`config.mk`:
```
export PLATFORM = sky130hd
export DESIGN_NAME = pci_mreq_seq
export DESIGN_NICKNAME = d
export VERILOG_FILES = /design/src/rtl/pci_mreq_seq.sv
export SDC_FILE = /design/constraint.sdc
export NUM_CORES = 1
export LEC_CHECK = 0
export BUFFER_PORTS_ARGS = -buffer_cell sky130_fd_sc_hd__buf_2
export CAP_MARGIN = 20
export CORE_UTILIZATION = 50
export CTS_CLUSTER_DIAMETER = 60
export DETAILED_ROUTE_END_ITERATION = 10
export HOLD_SLACK_MARGIN = 0.1
export PLACE_DENSITY = 0.72
export REMOVE_ABC_BUFFERS = 1
export SYNTH_ARGS = -nofsm -noshare
export SYNTH_HDL_FRONTEND = slang
export SYNTH_SLANG_ARGS = --single-unit
```
`constraint.sdc`:
```
create_clock -name clk -period 1.89 [get_ports clk]
set_clock_uncertainty 0.1 [all_clocks]
set_input_delay 0.189 -clock clk [delete_from_list [all_inputs] [get_ports clk]]
set_output_delay 0.189 -clock clk [all_outputs]
set_load 0.01 [all_outputs]
```
`src/rtl/pci_mreq_seq.sv`:
```
module pci_mreq_seq #(
  parameter int OFF_CLKS  = 2,
  parameter int IDLE_CLKS = 1
) (
  input  logic clk,
  input  logic rst_n,
  input  logic dma_start,
  input  logic wide_mode,
  input  logic gnt_n,
  input  logic bus_idle,
  input  logic tgt_stop,
  input  logic last_phase,
  input  logic xfer_done,
  output logic req_n,
  output logic frame_n,
  output logic req64_n,
  output logic cbe_oe,
  output logic par_oe,
  output logic par64_oe
);

  localparam int CW = (OFF_CLKS  < 2) ? 1 : $clog2(OFF_CLKS + 1);
  localparam int IW = (IDLE_CLKS < 2) ? 1 : $clog2(IDLE_CLKS + 1);
  localparam logic [CW-1:0] TOT_MAX  = CW'(OFF_CLKS);
  localparam logic [IW-1:0] IDLE_MAX = IW'(IDLE_CLKS);

  typedef enum logic [2:0] {S_IDLE, S_REQ, S_ADDR, S_DATA, S_BACK} st_t;

  st_t           st;
  logic [CW-1:0] tot;
  logic [IW-1:0] idl;
  logic          wide_q;

  logic [CW-1:0] tot_nx;
  logic [IW-1:0] idl_nx;
  logic          back_ok;
  logic          grab;
  logic          fast_ok;

  assign tot_nx  = (tot == TOT_MAX) ? tot : tot + CW'(1);
  assign idl_nx  = (bus_idle && idl != IDLE_MAX) ? idl + IW'(1) : idl;
  assign back_ok = (tot_nx == TOT_MAX) && (idl_nx == IDLE_MAX);
  assign grab    = !gnt_n && bus_idle;
  assign fast_ok = frame_n && !gnt_n;

  always_ff @(posedge clk) begin
    if (!rst_n) begin
      st       <= S_IDLE;
      tot      <= '0;
      idl      <= '0;
      wide_q   <= 1'b0;
      req_n    <= 1'b1;
      frame_n  <= 1'b1;
      req64_n  <= 1'b1;
      cbe_oe   <= 1'b0;
      par_oe   <= 1'b0;
      par64_oe <= 1'b0;
    end else begin
      par_oe   <= cbe_oe;
      par64_oe <= cbe_oe && wide_q;
      case (st)
        S_IDLE: begin
          if (dma_start) begin
            st    <= S_REQ;
            req_n <= 1'b0;
          end
        end
        S_REQ: begin
          if (grab) begin
            st      <= S_ADDR;
            frame_n <= 1'b0;
            req64_n <= !wide_mode;
            wide_q  <= wide_mode;
            cbe_oe  <= 1'b1;
          end
        end
        S_ADDR: begin
          st <= S_DATA;
          if (last_phase) begin
            frame_n <= 1'b1;
            req64_n <= 1'b1;
          end
        end
        S_DATA: begin
          if (tgt_stop || xfer_done) begin
            frame_n <= 1'b1;
            req64_n <= 1'b1;
            cbe_oe  <= 1'b0;
            if (tgt_stop && !fast_ok) begin
              st    <= S_BACK;
              req_n <= 1'b1;
              tot   <= '0;
              idl   <= '0;
            end else if (dma_start) begin
              st <= S_REQ;
            end else begin
              st    <= S_IDLE;
              req_n <= 1'b1;
            end
          end else if (last_phase) begin
            frame_n <= 1'b1;
            req64_n <= 1'b1;
          end
        end
        S_BACK: begin
          tot <= tot_nx;
          idl <= idl_nx;
          if (back_ok) begin
            st    <= dma_start ? S_REQ : S_IDLE;
            req_n <= !dma_start;
          end
        end
        default: st <= S_IDLE;
      endcase
    end
  end

endmodule

```
======== Word level (Yosys, flattened, before mapping) ========
Index checks and enable logic that the tools add are counted.
operators by class
  $add $sub $neg .......................... 2
  equal/unequal tests ..................... 12
  muxes and demuxes ....................... 32
  bitwise operators ....................... 1
  reduce and logical (&&, ||, !) cells .... 22
operators with widths
  operator               number
  $mux W1                17
  $mux W3                5
  $pmux W3 S5            1
  $ne A2 B2 Y1 const B   5
  $pmux W1 S3            3
  $eq A3 B2 Y1 const B   2
  $logic_and A1 B1 Y1    6
  $mux W2                3
  $reduce_and A3 Y1      2
  $reduce_bool A3 Y1     2
  $reduce_and A5 Y1      1
  $eq A2 B2 Y1 const B   2
  $logic_not A1 Y1       4
  $pmux W1 S2            2
  $pmux W2 S2            1
  $reduce_and A2 Y1      2
  $reduce_and A4 Y1      1
  $reduce_bool A2 Y1     2
  $eq A3 B1 Y1 const B   1
  $eq A3 B3 Y1 const B   1
  $logic_not A3 Y1       1
  $ne A3 B3 Y1 const B   1
  $add A2 B1 Y2 const B  1
  $add A1 B1 Y1 const B  1
  2 further kinds        2
word-level totals
  register bits ........................... 13
  input bits .............................. 9
  output and inout port bits .............. 6
  word-level logic and storage cells ...... 79

======== Longest topological paths before layout ========
  depth in word-level cells ............... 7
  depth in mapped cells ................... 6
  depth with buffers taken out ............ 6

======== Least setup slack after synthesis ========
No wires, ideal clock.
  kind .................................... reg2reg
  start point ............................. register tot[0]
  end point ............................... register req_n
  setup time .............................. 0.121 ns
  arrival time ............................ 1.268 ns
  required time ........................... 1.669 ns
  setup slack ............................. 0.401 ns
  cell stages (with the launch flop) ...... 6
  path buffers ............................ 0
  period minus slack after synthesis ...... 1.489 ns
  path through ............................ dfxtp_1 inv_1 ha_1 o21ai_0 o221ai_2 mux2_4
on the way
  word-level cells in the longest chain between the ends .. 6
  elaborated cells on any way between the ends .. 7
  those cells by class .................... 1 x add/sub; 3 x eq/ne; 1 x mux; 2 x reduce/logical
ends and longest elaborated chain
  item                                           RTL line  text
  start, declared                                30        logic [CW-1:0] tot;
  start signal, assigned                         106       tot <= tot_nx;
  $add A2 B1 Y2 or $eq A2 B2 Y1 (tied branches)  40        assign tot_nx = (tot == TOT_MAX) ? tot : tot + CW'(1);
  $mux W2 (*)                                    40
  $eq A2 B2 Y1 (*)                               42        assign back_ok = (tot_nx == TOT_MAX) && (idl_nx == IDLE_MAX);
  $logic_and A1 B1 Y1 (*)                        42
  $ne A2 B2 Y1 (no source line) (*)              -
  $reduce_and A5 Y1 (no source line) (*)         -
  end signal, assigned                           110       req_n <= !dma_start;
  end, declared                                  14        output logic req_n,
Every way passes the cells marked *; elsewhere a longest branch is shown, timed or not.
A chain may end at the register's enable or synchronous reset.

======== Worst setup path after layout ========
Same ends and word-level chain as after synthesis.

==> flow_results.xml <==
<?xml version="1.0" encoding="UTF-8"?>
<metrics>
  <group name="route">
    <metric name="drt-vias-per-instance" unit="">5.45</metric>
    <metric name="via_count" unit="">567</metric>
    <metric name="total_wire_length_after_detailed_routing" unit="um">1230</metric>
    <metric name="post-route-drc-count" unit="">0</metric>
    <metric name="initialDrtViolationCount" unit="">7</metric>
    <metric name="antenna_violating_nets_post_route" unit="">0</metric>
    <metric name="drt-wirelength-per-cell" unit="um">11.8</metric>
    <metric name="firstDrtPassIters" unit="">4</metric>
  </group>
  <group name="yosys">
    <metric name="synth.cells.most_frequent" unit="">dfxtp_1 (13), nand2_1 (8), a21boi_0 (5), o21ai_0 (5)</metric>
    <metric name="ys_seq_area_share" unit="%">39.9</metric>
    <metric name="mapped_area" unit="um2">652</metric>
    <metric name="yosys.cell_types.count" unit="">30</metric>
    <metric name="yosys_most_used_dff" unit="">dfxtp_1</metric>
    <metric name="synthArstFlopShare" unit="%">0</metric>
    <metric name="post-synth-top-area-cell" unit="">dfxtp_1</metric>
    <metric name="yosysWarningCount" unit="">0</metric>
    <metric name="netlist_top_cells_area" unit="">dfxtp_1 (40%), a21boi_0 (5.8%), nand2_1 (4.6%)</metric>
    <metric name="synth_top_area_share" unit="%">39.9</metric>
    <metric name="ys_ff_latch" unit="">13</metric>
    <metric name="yosys.cell_count.top_type" unit="">dfxtp_1</metric>
    <metric name="number_of_enable_type_register_cells_in_the_synthesized_netlist" unit="">0</metric>
    <metric name="syn_area_per_cell" unit="um2">8.93</metric>
    <metric name="synth_cells" unit="">73</metric>
  </group>
  <group name="power_and_ir_drop">
    <metric name="seq_power_share" unit="%">54.9</metric>
    <metric name="leakage_component_of_the_power" unit="nW">0.319</metric>
    <metric name="power_per_cell_area" unit="nW/um2">698</metric>
    <metric name="power_switching_share" unit="%">24.7</metric>
    <metric name="switchingPower" unit="mW">0.132</metric>
    <metric name="pnr_total_power" unit="mW">0.534</metric>
    <metric name="vdd_drop_max" unit="mV">0.327</metric>
    <metric name="pwr-share-clk" unit="%">31.9</metric>
    <metric name="combPwrFrac" unit="%">13.2</metric>
    <metric name="power_report.internal_total" unit="mW">0.402</metric>
  </group>
  <group name="sta">
    <metric name="fmax" unit="GHz">0.619</metric>
    <metric name="period_needed" unit="ns">1.62</metric>
    <metric name="setup-tns-final" unit="ns">0</metric>
    <metric name="hold_violations" unit="">0</metric>
    <metric name="maxSlewHeadroom" unit="%">69.2</metric>
    <metric name="pins_over_slew_limit" unit="">0</metric>
    <metric name="worst_slew_pin_slew" unit="ns">0.458</metric>
    <metric name="grt_setup_unrepaired" unit="">false</metric>
    <metric name="setup_viol_count_final" unit="">0</metric>
    <metric name="timing.final.crit_share" unit="%">85.5</metric>
  </group>
  <group name="layout">
    <metric name="antenna_cells_inserted" unit="">0</metric>
    <metric name="area_delta_synth_final" unit="%">17.3</metric>
    <metric name="nNetsFinal" unit="">101</metric>
    <metric name="stdcell_count" unit="">104</metric>
    <metric name="layout-drive-gt1-share" unit="%">24.4</metric>
  </group>
  <group name="grt">
    <metric name="grt-ovfl-total" unit="">0</metric>
    <metric name="grt_busiest_layer" unit="">met2</metric>
    <metric name="grt_start_max_net_pins" unit="">15</metric>
    <metric name="first_global_vias" unit="">481</metric>
    <metric name="grt_usage" unit="%">19.8</metric>
    <metric name="global_route_met1_utilization" unit="%">24.7</metric>
    <metric name="global_route.usage.met2" unit="%">31.4</metric>
    <metric name="grt_pass1_wl" unit="um">1970</metric>
    <metric name="antenna_violations_before_repair" unit="">0</metric>
    <metric name="groute.layer.met3.usage" unit="%">4.07</metric>
  </group>
  <group name="placed_design">
    <metric name="place_hpwl" unit="um">889</metric>
    <metric name="buffer_ports.inserted" unit="">14</metric>
    <metric name="dp_cells" unit="">99</metric>
    <metric name="globalplace.congestion" unit="">0.837</metric>
  </group>
  <group name="floorplan">
    <metric name="boundaryPins" unit="">15</metric>
    <metric name="initial_standard_cell_utilization_of_the_core" unit="%">56.4</metric>
    <metric name="die_x" unit="um">38.1</metric>
    <metric name="core_area" unit="um2">1160</metric>
    <metric name="row_count" unit="">12</metric>
    <metric name="die-height" unit="um">38.1</metric>
    <metric name="die_area" unit="um2">1450</metric>
  </group>
  <group name="critical_path">
    <metric name="critical_path_class" unit="">register to register</metric>
    <metric name="critPathArrivalTime" unit="ns">1.67</metric>
    <metric name="worst_r2r_path_depth" unit="">5</metric>
    <metric name="crit_required" unit="ns">1.95</metric>
    <metric name="crit_path_max_fanout" unit="">3</metric>
    <metric name="start_kind" unit="">register</metric>
    <metric name="timing.rr.start" unit="">tot[0]</metric>
    <metric name="worst_reg_to_reg_setup_slack" unit="ns">0.27</metric>
    <metric name="critPathCaptureType" unit="">register</metric>
    <metric name="r2r_end" unit="">req_n</metric>
  </group>
  <group name="cts">
    <metric name="clock-sinks" unit="">13</metric>
    <metric name="cts_root_cell" unit="">clkbuf_4</metric>
    <metric name="deepest_clock_path_buffer_count" unit="">2</metric>
    <metric name="post_cts_repair_setup_buffers" unit="">0</metric>
    <metric name="clkTransAtPathRegs" unit="ns">0.07</metric>
    <metric name="cts_inserted_buffers" unit="">3</metric>
    <metric name="number_of_levels_in_the_clock_h_tree" unit="">1</metric>
    <metric name="count_of_hold_buffers_inserted_by_post_cts_repair" unit="">1</metric>
    <metric name="ctsResizeCount" unit="">0</metric>
    <metric name="tritoncts" unit="">yes</metric>
    <metric name="insertion_delay" unit="ns">0.27</metric>
  </group>
  <group name="hold_path">
    <metric name="hold_path_startpoint" unit="">bus_idle</metric>
    <metric name="hold_end" unit="">idl</metric>
    <metric name="hold_path_depth" unit="">3</metric>
    <metric name="worstHoldPathType" unit="">input port to register</metric>
  </group>
  <group name="outcome">
    <metric name="outcome" unit="">finished, final reports clean</metric>
  </group>
  <group name="flow_run">
    <metric name="max-cap-violations" unit="">0</metric>
  </group>
</metrics>
==> worst max-delay path by stage <==
stage / to / slack (ns) / start
final: req_n / 0.27 / tot[0]
after global routing: req_n / 0.22 / tot[0]
after CTS: req_n / 0.29 / tot[0]
after detailed placement: req_n / 0.32 / tot[0]
after global placement: req_n / 0.34 / tot[0]
after floorplan: req_n / 0.40 / tot[0]
==> per-stage QoR <==
step                      setup WS [ns]  hold WS [ns]  instance area, um2  util (%)
after CTS                         0.292         0.133                 764      66.1
after detailed placement          0.325         0.368                 728      63.0
after global routing              0.224         0.153                 764      66.1
after floorplan                   0.401         0.151                 641         -
after global placement            0.335         0.363                 728      63.0
final                             0.274         0.130                 764      66.1
==> placed cells by master, fill, tap and decap left out, drive strengths merged <==
| cell | synthesis | layout |
|---|---|---|
| a211o | 1 | 1 |
| a211oi | 1 | 1 |
| a21boi | 5 | 5 |
| a21o | 1 | 1 |
| a21oi | 2 | 2 |
| a22o | 1 | 1 |
| a22oi | 1 | 1 |
| and2 | 2 | 2 |
| and2b | 2 | 2 |
| and3 | 3 | 3 |
| and3b | 1 | 1 |
| buf | 1 | 14 |
| clkbuf | 1 | 4 |
| dfxtp | 13 | 13 |
| dlygate4sd3 | 0 | 1 |
| ha | 1 | 1 |
| inv | 4 | 4 |
| mux2 | 1 | 1 |
| nand2 | 8 | 8 |
| nand2b | 4 | 4 |
| nand3 | 3 | 3 |
| nor2 | 3 | 3 |
| nor2b | 2 | 2 |
| nor3 | 1 | 1 |
| nor3b | 1 | 1 |
| o21a | 1 | 1 |
| o21ai | 6 | 6 |
| o221ai | 1 | 1 |
| o2bb2ai | 1 | 1 |
| o41ai | 1 | 1 |
==> critical path: stages, from the launching register on <==
cell	delay (ns)
dfxtp_1	0.34
inv_1	0.05
ha_1	0.28
o21ai_0	0.18
o221ai_2	0.26
mux2_4	0.31
==> logic make-up after synthesis <==
logic type / after synthesis / synth area share [%]
flip-flops: 13 / 39.9
adder cells (fa/ha/maj): 1 / 1.92
AO/OA/AOI/OAI: 22 / 24.8
multiplexers: 1 / 2.30
AND/OR/NAND/NOR: 30 / 27.1
buffers and inverters: 6 / 4.03
==> area by class of cell <==
| class | instances | area [um2] |
|---|---|---|
| clock buffers | 4 | 26.3 |
| inverters | 4 | 15.0 |
| fillers | 104 | 392 |
| flip-flops and latches | 13 | 260 |
| multi-input cells | 54 | 365 |
| well taps | 14 | 17.5 |
| repair buffers | 15 | 80.1 |
==> sequential cells by signal, summed over array words and instances, names as in the netlist <==
| name | count |
|---|---|
| frame_n | 1 |
| wide_q | 1 |
| st | 3 |
| idl | 1 |
| par64_oe | 1 |
| par_oe | 1 |
| req_n | 1 |
| tot | 2 |
| cbe_oe | 1 |
| req64_n | 1 |
==> metal layers <==
| metal | up-vias | share of wire [%] |
|---|---|---|
| li1 | 292 | - |
| met1 | 257 | 49 |
| met2 | 14 | 45 |
| met3 | 4 | 4.2 |
| met4 | 0 | 1.5 |
| met5 | - | 0 |
==> power by group through the flow <==
| stage | combinational, mW | sequential [mW] | clock [mW] |
|---|---|---|---|
| 2_1_floorplan | 0.0395 | 0.300 | 0 |
| 3_3_place_gp | 0.0685 | 0.299 | 0 |
| 3_5_place_dp | 0.0688 | 0.299 | 0 |
| 4_1_cts | 0.0706 | 0.293 | 0.175 |
| 5_1_grt | 0.0799 | 0.295 | 0.184 |
| 6_report | 0.0705 | 0.293 | 0.170 |
Note: power is estimated with default switching activity, not from simulation.
